`config.mk`:
```
export PLATFORM = sky130hd
export DESIGN_NAME = sdr_cmd_front
export DESIGN_NICKNAME = d
export VERILOG_FILES = /design/src/rtl/sdr_cmd_pkg.sv /design/src/rtl/sdr_cmd_decode.sv /design/src/rtl/sdr_bank_track.sv /design/src/rtl/sdr_cmd_front.sv
export SDC_FILE = /design/constraint.sdc
export NUM_CORES = 1
export LEC_CHECK = 0
export CORE_UTILIZATION = 53
export CTS_CLUSTER_DIAMETER = 200
export DETAILED_ROUTE_END_ITERATION = 8
export PLACE_DENSITY_LB_ADDON = 0.2
export SYNTH_ARGS = -nofsm -noshare
export SYNTH_HDL_FRONTEND = slang
export SYNTH_SLANG_ARGS = --single-unit
```
`constraint.sdc`:
```
create_clock -name clk -period 3.97 [get_ports clk]
set_input_delay 1.191 -clock clk [delete_from_list [all_inputs] [get_ports clk]]
set_output_delay 1.191 -clock clk [all_outputs]
set_load 0.01 [all_outputs]
```
`src/rtl/sdr_cmd_pkg.sv`:
```
package sdr_cmd_pkg;
    typedef enum logic [2:0] {
        OP_NOP = 3'd0,
        OP_ACT = 3'd1,
        OP_RD  = 3'd2,
        OP_WR  = 3'd3,
        OP_PRE = 3'd4,
        OP_REF = 3'd5,
        OP_MRS = 3'd6,
        OP_BST = 3'd7
    } op_e;
endpackage

```
`src/rtl/sdr_cmd_decode.sv`:
```
module sdr_cmd_decode
    import sdr_cmd_pkg::*;
(
    input  logic cke,
    input  logic cs_n,
    input  logic ras_n,
    input  logic cas_n,
    input  logic we_n,
    output op_e  op,
    output logic ref_req
);
    op_e raw;

    always_comb begin
        unique case ({ras_n, cas_n, we_n})
            3'b111:  raw = OP_NOP;
            3'b011:  raw = OP_ACT;
            3'b101:  raw = OP_RD;
            3'b100:  raw = OP_WR;
            3'b010:  raw = OP_PRE;
            3'b001:  raw = OP_REF;
            3'b000:  raw = OP_MRS;
            default: raw = OP_BST;
        endcase
        // refresh request seen regardless of cke, used for self-refresh entry
        ref_req = !cs_n && (raw == OP_REF);
        op      = (!cs_n && cke) ? raw : OP_NOP;
    end
endmodule

```
`src/rtl/sdr_bank_track.sv`:
```
module sdr_bank_track #(
    parameter  int NBANK = 4,
    parameter  int ROW_W = 13,
    parameter  int BURST = 4,
    localparam int BA_W  = $clog2(NBANK),
    localparam int CNT_W = $clog2(BURST + 1)
) (
    input  logic                   clk,
    input  logic                   rst_n,
    input  logic                   act_en,
    input  logic                   pre_en,
    input  logic                   pre_all,
    input  logic                   ap_en,
    input  logic [BA_W-1:0]        bank,
    input  logic [ROW_W-1:0]       row,
    output logic [NBANK-1:0]       open,
    output logic [NBANK*ROW_W-1:0] rows
);
    typedef struct packed {
        logic             open;
        logic [ROW_W-1:0] row;
        logic [CNT_W-1:0] cnt;
    } bank_s;

    bank_s [NBANK-1:0] st_d, st_q;

    always_comb begin
        st_d = st_q;
        for (int i = 0; i < NBANK; i++) begin
            // pending auto-precharge runs on regardless of the current command
            if (st_q[i].cnt != '0) begin
                st_d[i].cnt = st_q[i].cnt - CNT_W'(1);
                if (st_q[i].cnt == CNT_W'(1)) st_d[i].open = 1'b0;
            end
            if (pre_en && (pre_all || bank == BA_W'(i))) begin
                st_d[i].open = 1'b0;
                st_d[i].cnt  = '0;
            end
            if (act_en && bank == BA_W'(i)) begin
                st_d[i].open = 1'b1;
                st_d[i].row  = row;
                st_d[i].cnt  = '0;
            end
            if (ap_en && bank == BA_W'(i)) st_d[i].cnt = CNT_W'(BURST);
        end
    end

    always_ff @(posedge clk or negedge rst_n) begin
        if (!rst_n) st_q <= '0;
        else        st_q <= st_d;
    end

    for (genvar g = 0; g < NBANK; g++) begin : g_out
        assign open[g]                  = st_q[g].open;
        assign rows[g*ROW_W +: ROW_W]   = st_q[g].row;
    end

    a_r6_pre_all_closes: assert property (@(posedge clk) disable iff (!rst_n)
        (pre_en && pre_all) |=> (open == '0));
    a_r3_act_opens: assert property (@(posedge clk) disable iff (!rst_n)
        act_en |=> open[$past(bank)]);
    a_r5_ap_not_early: assert property (@(posedge clk) disable iff (!rst_n)
        (ap_en && !pre_en) |=> open[$past(bank)]);
endmodule

```
`src/rtl/sdr_cmd_front.sv`:
```
module sdr_cmd_front
    import sdr_cmd_pkg::*;
#(
    parameter  int NBANK  = 4,
    parameter  int ROW_W  = 13,
    parameter  int COL_W  = 10,
    parameter  int AP_BIT = 10,
    parameter  int BURST  = 4,
    localparam int BA_W   = $clog2(NBANK)
) (
    input  logic                   clk,
    input  logic                   rst_n,
    input  logic                   cke,
    input  logic                   cs_n,
    input  logic                   ras_n,
    input  logic                   cas_n,
    input  logic                   we_n,
    input  logic [BA_W-1:0]        ba,
    input  logic [ROW_W-1:0]       addr,
    output logic [2:0]             op,
    output logic [BA_W-1:0]        op_bank,
    output logic [ROW_W-1:0]       op_row,
    output logic [COL_W-1:0]       op_col,
    output logic                   auto_pre,
    output logic                   pre_all,
    output logic                   seq_err,
    output logic                   ref_err,
    output logic                   pwr_down,
    output logic                   self_ref,
    output logic [NBANK-1:0]       bank_open,
    output logic [NBANK*ROW_W-1:0] open_rows
);
    typedef struct packed {
        op_e              op;
        logic [BA_W-1:0]  bank;
        logic [ROW_W-1:0] row;
        logic [COL_W-1:0] col;
        logic             ap;
        logic             pa;
        logic             serr;
        logic             rerr;
        logic             pd;
        logic             sr;
    } out_s;

    out_s o_d, o_q;
    op_e  dop;
    logic ref_req;
    logic act_en, pre_en, ap_en;

    sdr_cmd_decode u_dec (
        .cke    (cke),
        .cs_n   (cs_n),
        .ras_n  (ras_n),
        .cas_n  (cas_n),
        .we_n   (we_n),
        .op     (dop),
        .ref_req(ref_req)
    );

    always_comb begin
        act_en = (dop == OP_ACT);
        pre_en = (dop == OP_PRE);
        ap_en  = (dop == OP_RD || dop == OP_WR) && addr[AP_BIT] && bank_open[ba];

        o_d    = '0;
        o_d.pd = o_q.pd;
        o_d.sr = o_q.sr;
        if (!cke) begin
            if (!o_q.pd && !o_q.sr) begin
                if (ref_req) begin
                    o_d.sr   = 1'b1;
                    o_d.rerr = |bank_open;
                end else begin
                    o_d.pd = 1'b1;
                end
            end
        end else begin
            o_d.pd = 1'b0;
            o_d.sr = 1'b0;
        end

        o_d.op = dop;
        if (dop != OP_NOP) o_d.bank = ba;
        case (dop)
            OP_ACT: begin
                o_d.row  = addr;
                o_d.serr = bank_open[ba];
            end
            OP_RD, OP_WR: begin
                o_d.col  = addr[COL_W-1:0];
                o_d.ap   = addr[AP_BIT];
                o_d.serr = !bank_open[ba];
            end
            OP_PRE:  o_d.pa   = addr[AP_BIT];
            OP_REF:  o_d.rerr = |bank_open;
            default: ;
        endcase
    end

    always_ff @(posedge clk or negedge rst_n) begin
        if (!rst_n) o_q <= '0;
        else        o_q <= o_d;
    end

    sdr_bank_track #(.NBANK(NBANK), .ROW_W(ROW_W), .BURST(BURST)) u_banks (
        .clk    (clk),
        .rst_n  (rst_n),
        .act_en (act_en),
        .pre_en (pre_en),
        .pre_all(addr[AP_BIT]),
        .ap_en  (ap_en),
        .bank   (ba),
        .row    (addr),
        .open   (bank_open),
        .rows   (open_rows)
    );

    assign op       = o_q.op;
    assign op_bank  = o_q.bank;
    assign op_row   = o_q.row;
    assign op_col   = o_q.col;
    assign auto_pre = o_q.ap;
    assign pre_all  = o_q.pa;
    assign seq_err  = o_q.serr;
    assign ref_err  = o_q.rerr;
    assign pwr_down = o_q.pd;
    assign self_ref = o_q.sr;

    a_r2_deselect_nop: assert property (@(posedge clk) disable iff (!rst_n)
        cs_n |=> (op == 3'd0));
    a_r7_cke_low_nop: assert property (@(posedge clk) disable iff (!rst_n)
        !cke |=> (op == 3'd0) && (pwr_down || self_ref));
    a_r8_lp_exclusive: assert property (@(posedge clk) disable iff (!rst_n)
        !(pwr_down && self_ref));
    a_r9_read_closed: assert property (@(posedge clk) disable iff (!rst_n)
        (cke && !cs_n && {ras_n, cas_n, we_n} == 3'b101 && !bank_open[ba]) |=> seq_err);
    a_r10_ref_open: assert property (@(posedge clk) disable iff (!rst_n)
        (cke && !cs_n && {ras_n, cas_n, we_n} == 3'b001 && (bank_open != '0)) |=> ref_err);
endmodule

```
Word-level counts from Yosys, hierarchy flattened --
Index checks and enable logic that the tools add are counted.
Storage, ports and cells: register bits after elaboration 102, word-level logic and storage cells 146
Cells by class: $add $sub $neg 4, $lt $le $gt $ge 1, equality and inequality tests 20, muxes and demuxes 44, reduce and logical (&&, ||, !) cells 55
Operators with widths (count):
- $mux 17 | 4
- $mux 3 | 14
- $reduce_bool 3->1 | 13
- $pmux 3 s7 | 1
- $mux 1 | 19
- $eq 3x1->1 const B | 6
- $eq 3x3->1 const B | 6
- $logic_and 1x1->1 | 17
- $reduce_bool 4->1 | 4
- $mux 13 | 1
- $eq 3x2->1 const B | 4
- $reduce_and 2->1 | 6
- $sub 3x1->3 const B | 4
- $mux 11 | 1
- $logic_or 1x1->1 | 5
- $eq 2x2->1 const B | 2
- $logic_not 1->1 | 4
- $mux 2 | 2
- $reduce_bool 2->1 | 2
- $reduce_or 4->1 | 1
- $logic_not 3->1 | 1
- $lt 2x3->1 const B | 1
- $bmux 1 s2 | 1
- $eq 2x1->1 const B | 1
- 4 further kinds | 4

Depth between registers and ports, before layout --
word-level depth 9, depth in mapped cells 5, depth with buffers taken out 5

By module --
From an unflattened synthesis, not the netlist that was laid out.
Second synthesis, totals: cells, all modules 361, area total of the unflattened synthesis 4668.2 um2
By module, submodules not included:
- sdr_bank_track | instances 1, cells an instance 273, area an instance 3447.1 um2, seq. area each 1701.6 um2
- sdr_cmd_front | instances 1, cells an instance 79, area an instance 1161.1 um2, seq. area each 850.8 um2
- sdr_cmd_decode | instances 1, cells an instance 9, area an instance 60.1 um2, seq. area each 0.0 um2

Worst setup path after synthesis --
OpenSTA, ideal clock, no wires.
path type input port to flip-flop, from in cs_n, to reg u_banks.st_q (netlist bit u_banks.rows[26]), library setup time 0.125 ns, arrival time 2.150 ns, data required time 3.845 ns, setup slack 1.696 ns, stages on the path 5, path buffers 2, cell sequence and4bb_2 > buf_4 > nand3_4 > buf_6 > mux2_2
On the way: word-level cells in the longest chain between the ends 5
RTL lines:
- from (decl) | RTL line sdr_cmd_front.sv:14 | input logic cs_n,
- $logic_not 1->1 | RTL line sdr_cmd_decode.sv:27 | op = (!cs_n && cke) ? raw : OP_NOP;
- $logic_and 1x1->1 | RTL line sdr_cmd_decode.sv:27
- $mux 3 | RTL line sdr_cmd_decode.sv:27
- $eq 3x1->1 | RTL line sdr_cmd_front.sv:62 | act_en = (dop == OP_ACT);
- $logic_and 1x1->1 | RTL line sdr_bank_track.sv:39 | if (act_en && bank == BA_W'(i)) begin
- to (signal assigned) | RTL line sdr_bank_track.sv:50 | else st_q <= st_d;
- to (decl) | RTL line sdr_bank_track.sv:25 | bank_s [NBANK-1:0] st_d, st_q;
No other way between the ends. A chain may end at the register's enable or synchronous reset.

Worst setup path in the final report --
from in cas_n, to reg u_banks.st_q (netlist bit u_banks.rows[32])
On the way: word-level cells in the longest chain between the ends 5
RTL lines:
- from (decl) | RTL line sdr_cmd_front.sv:16 | input logic cas_n,
- $eq 3x1->1 (tied with other cells) | RTL line sdr_cmd_decode.sv:15 | unique case ({ras_n, cas_n, we_n})
- $pmux 3 s7 * | RTL line sdr_cmd_decode.sv:15
- $mux 3 * | RTL line sdr_cmd_decode.sv:27
- $eq 3x1->1 * | RTL line sdr_cmd_front.sv:62
- $logic_and 1x1->1 * | RTL line sdr_bank_track.sv:39
Every way passes the cells marked *; elsewhere a longest branch is shown, timed or not.

==> results.cfg <==
[routing]
wl_per_cell_microns = 17.4
firstDrtPassIters = 4
drt_iter0_markers = 98
viasPerCell = 5.34
remaining_drc_errors = 0
vias = 2866
totalWireLength_mm = 9.33
ant_nets = 0

[worst_setup_path]
cp_top_family = simple AND/OR/NAND/NOR gates
setup.worst_path.start_class = input port
max_stage_delay_ns = 0.64
crit_slowest_cell = clkdlybuf4s50_1
endpoint_kind = flop
crit_fanout = 22
cp_cell_sequence = clkdlybuf4s50_1 -> and4bb_2 -> nand3_4 -> mux2_2
worst_ep_required_time_ns = 4.22
worst-path-buf-inv = 1
crit_type = in2reg
arrival_ns = 3.12

[synthesis]
syn_nets = 399
synth_edf_count = 0
yosysSeqAreaShare_pct = 55.0
yosys_warnings = 0
synth_flop_cell = dfrtp_1
synth_area_sq_mm = 0.00464
synth_seq_cells = 102
syn_area_per_cell_sq_um = 12.7
async_flop_share_pct = 100
syn_inst = 365
synth_cell_types = 41

[timing]
setup-violations-final = 0
worst-slew-pin-transition_ns = 0.823
finalMaxSlewViolations = 0
relSlewSlack_pct = 45.0
setup-tns-final_ns = 0
rsz0062_at_grt = false
hold_viol = 0
fin_crit_sh_pct = 72.3
setup_slack_ns = 1.10
max_freq_mhz = 349
fin_crit_ns = 2.87
skew_ns = 0.00187

[die]
start_util_pct = 55.6
dieArea_sq_mm = 0.00913
core_area_sq_mm = 0.00834
pin_count = 112
rows = 33
die_h_microns = 95.5
dieWidth_microns = 95.5

[cts]
htree_levels = 3
clock_sinks = 102
cts_resized = 0
cts_made_buffers = 9
cts_hold_buffers = 0
post-cts-setup-buffers = 0
clk_latency_ns = 0.35
ctsLongestPathBuffers = 2
cts_tree = done
path_clk_slew_ns = 0.10
cts-root-buf = clkbuf_8

[global_route]
grt-ovfl-total = 0
grt_pass1_vias = 2881
grt_antenna_before_repair = 0
grt_pass1_wl_mm = 14.8
grt_start_max_net_pins = 55
grtUsageTotal_pct = 21.8

[placed_design]
pre_cts_slack_ns = 0.678
post-place-cells = 521
gp_congestion = 0.747
place_area_sq_mm = 0.00548
place.port_buffers = 111
hpwl_mm = 6.56

[min_path]
hold_class = reg2reg

[final_layout]
fillerInstances = 623
register_area_sq_mm = 0.00255
multi_input_area_sq_mm = 0.00158
area_growth_pct = 22.3
drive_gt1_share_pct = 21.1
final_common_cell = clkdlybuf4s50_1
final_area_sq_mm = 0.00567
instances_no_fill = 537
layout_common_cells = clkdlybuf4s50_1, dfrtp_1, mux2_2
nets = 461
antenna_cells = 0

[run]
drv_cap = 0

[power]
power_density_mw_per_mm2 = 476
vdd_drop_max_mv = 0.268
power_leakage_uw = 0.00265

[outcome]
status = finished clean
-- flip-flops by register name, summed over array words and instances, names as in the netlist, 2 cells and up --
register	flops
u_banks.rows	52
op_bank	2
u_banks.st_q	12
op_row	13
op_col	10
u_banks.open	4
op	3
-- layer usage --
metal,global-route usage (%),routed length (microns),vias to the layer above
met5,0,0,-
met4,7.71,75,0
met3,4.78,525,6
met2,35.4,4660,86
met1,28.7,4080,1451
li1,-,-,1323
-- cell type report --
cell class	instances	share of cell area (%)
Tap cell	105	2.32
Clock buffer	9	2.18
Timing Repair Buffer	119	20.8
Sequential cell	102	45.0
Multi-Input combinational cell	185	27.9
Inverter	10	0.662
Clock inverter	7	1.15
-- per-stage QoR --
| stage | util, % | power (uW) | hold slack (ns) |
|---|---|---|---|
| after detailed placement | 65.7 | 2100 | 0.493 |
| final | 68.0 | 2700 | 0.517 |
| after global routing | 68.0 | 2850 | 0.531 |
| after CTS | 68.0 | 2720 | 0.520 |
| after global placement | 65.7 | 2060 | 0.489 |
| after floorplan | - | 1860 | 0.481 |
-- worst paths after layout --
| path | slack (ns) | to | depth (start not counted) | start |
|---|---|---|---|---|
| hold reg to reg | 0.52 | u_banks.rows[45]$_DFFE_PN0P_ | 1 | u_banks.rows[45]$_DFFE_PN0P_ |
| hold / removal | 0.52 | u_banks.rows[45]$_DFFE_PN0P_ | 1 | u_banks.rows[45]$_DFFE_PN0P_ |
| setup reg to reg | 2.37 | u_banks.st_q[52]$_DFFE_PN0P_ | 5 | u_banks.st_q[51]$_DFFE_PN0P_ |
| max in group asynchronous | 2.44 | op_col[9]$_DFF_PN0_ | 2 | rst_n |
| setup / recovery | 1.10 | u_banks.rows[32]$_DFFE_PN0P_ | 4 | cas_n |
| min in group asynchronous | 0.84 | pre_all$_DFF_PN0_ | 1 | rst_n |
-- where the power goes --
part | switching [uW] | leakage, uW | internal, uW
combinational | 342 | 0.00120 | 436
sequential | 105 | 0.00136 | 1200
clock | 378 | 0.0000973 | 241
total | 825 | 0.00265 | 1870
-- logic make-up (layout without fill, tap and decap cells) --
group	count (synthesis)	in the layout	share of synthesized area, %
buffers and inverters	78	145	11.2
DFF	102	102	55.0
xor gates and xnor gates	5	5	0.944
adders and majority gates	12	12	3.24
AOI/OAI and AO/OA	21	21	3.18
muxes	59	59	14.5
and+or+nand+nor	88	88	11.9
-- cell usage after synthesis (2+ instances only) --
library cell / n / area share (%)
nor2_1: 12 / 0.97
a211oi_1: 2 / 0.32
nor3b_1: 4 / 0.65
buf_2: 4 / 0.43
nand4_1: 3 / 0.40
mux2_2: 56 / 14
inv_1: 10 / 0.81
nand2b_1: 7 / 0.94
nor3_1: 2 / 0.22
a21boi_0: 3 / 0.49
clkbuf_1: 6 / 0.49
a2bb2oi_1: 3 / 0.57
mux2i_1: 2 / 0.43
nor4_1: 7 / 0.94
nor2b_1: 5 / 0.67
a21oi_1: 4 / 0.43
nand2_1: 3 / 0.24
and4_1: 3 / 0.57
buf_4: 57 / 9.2
and3_1: 13 / 1.8
ha_1: 12 / 3.2
nand3_1: 4 / 0.43
or2_2: 3 / 0.40
xnor2_1: 5 / 0.94
and2_1: 16 / 2.2
o31ai_1: 3 / 0.49
dfrtp_1: 102 / 55
Power figures use the tool's default switching activity.
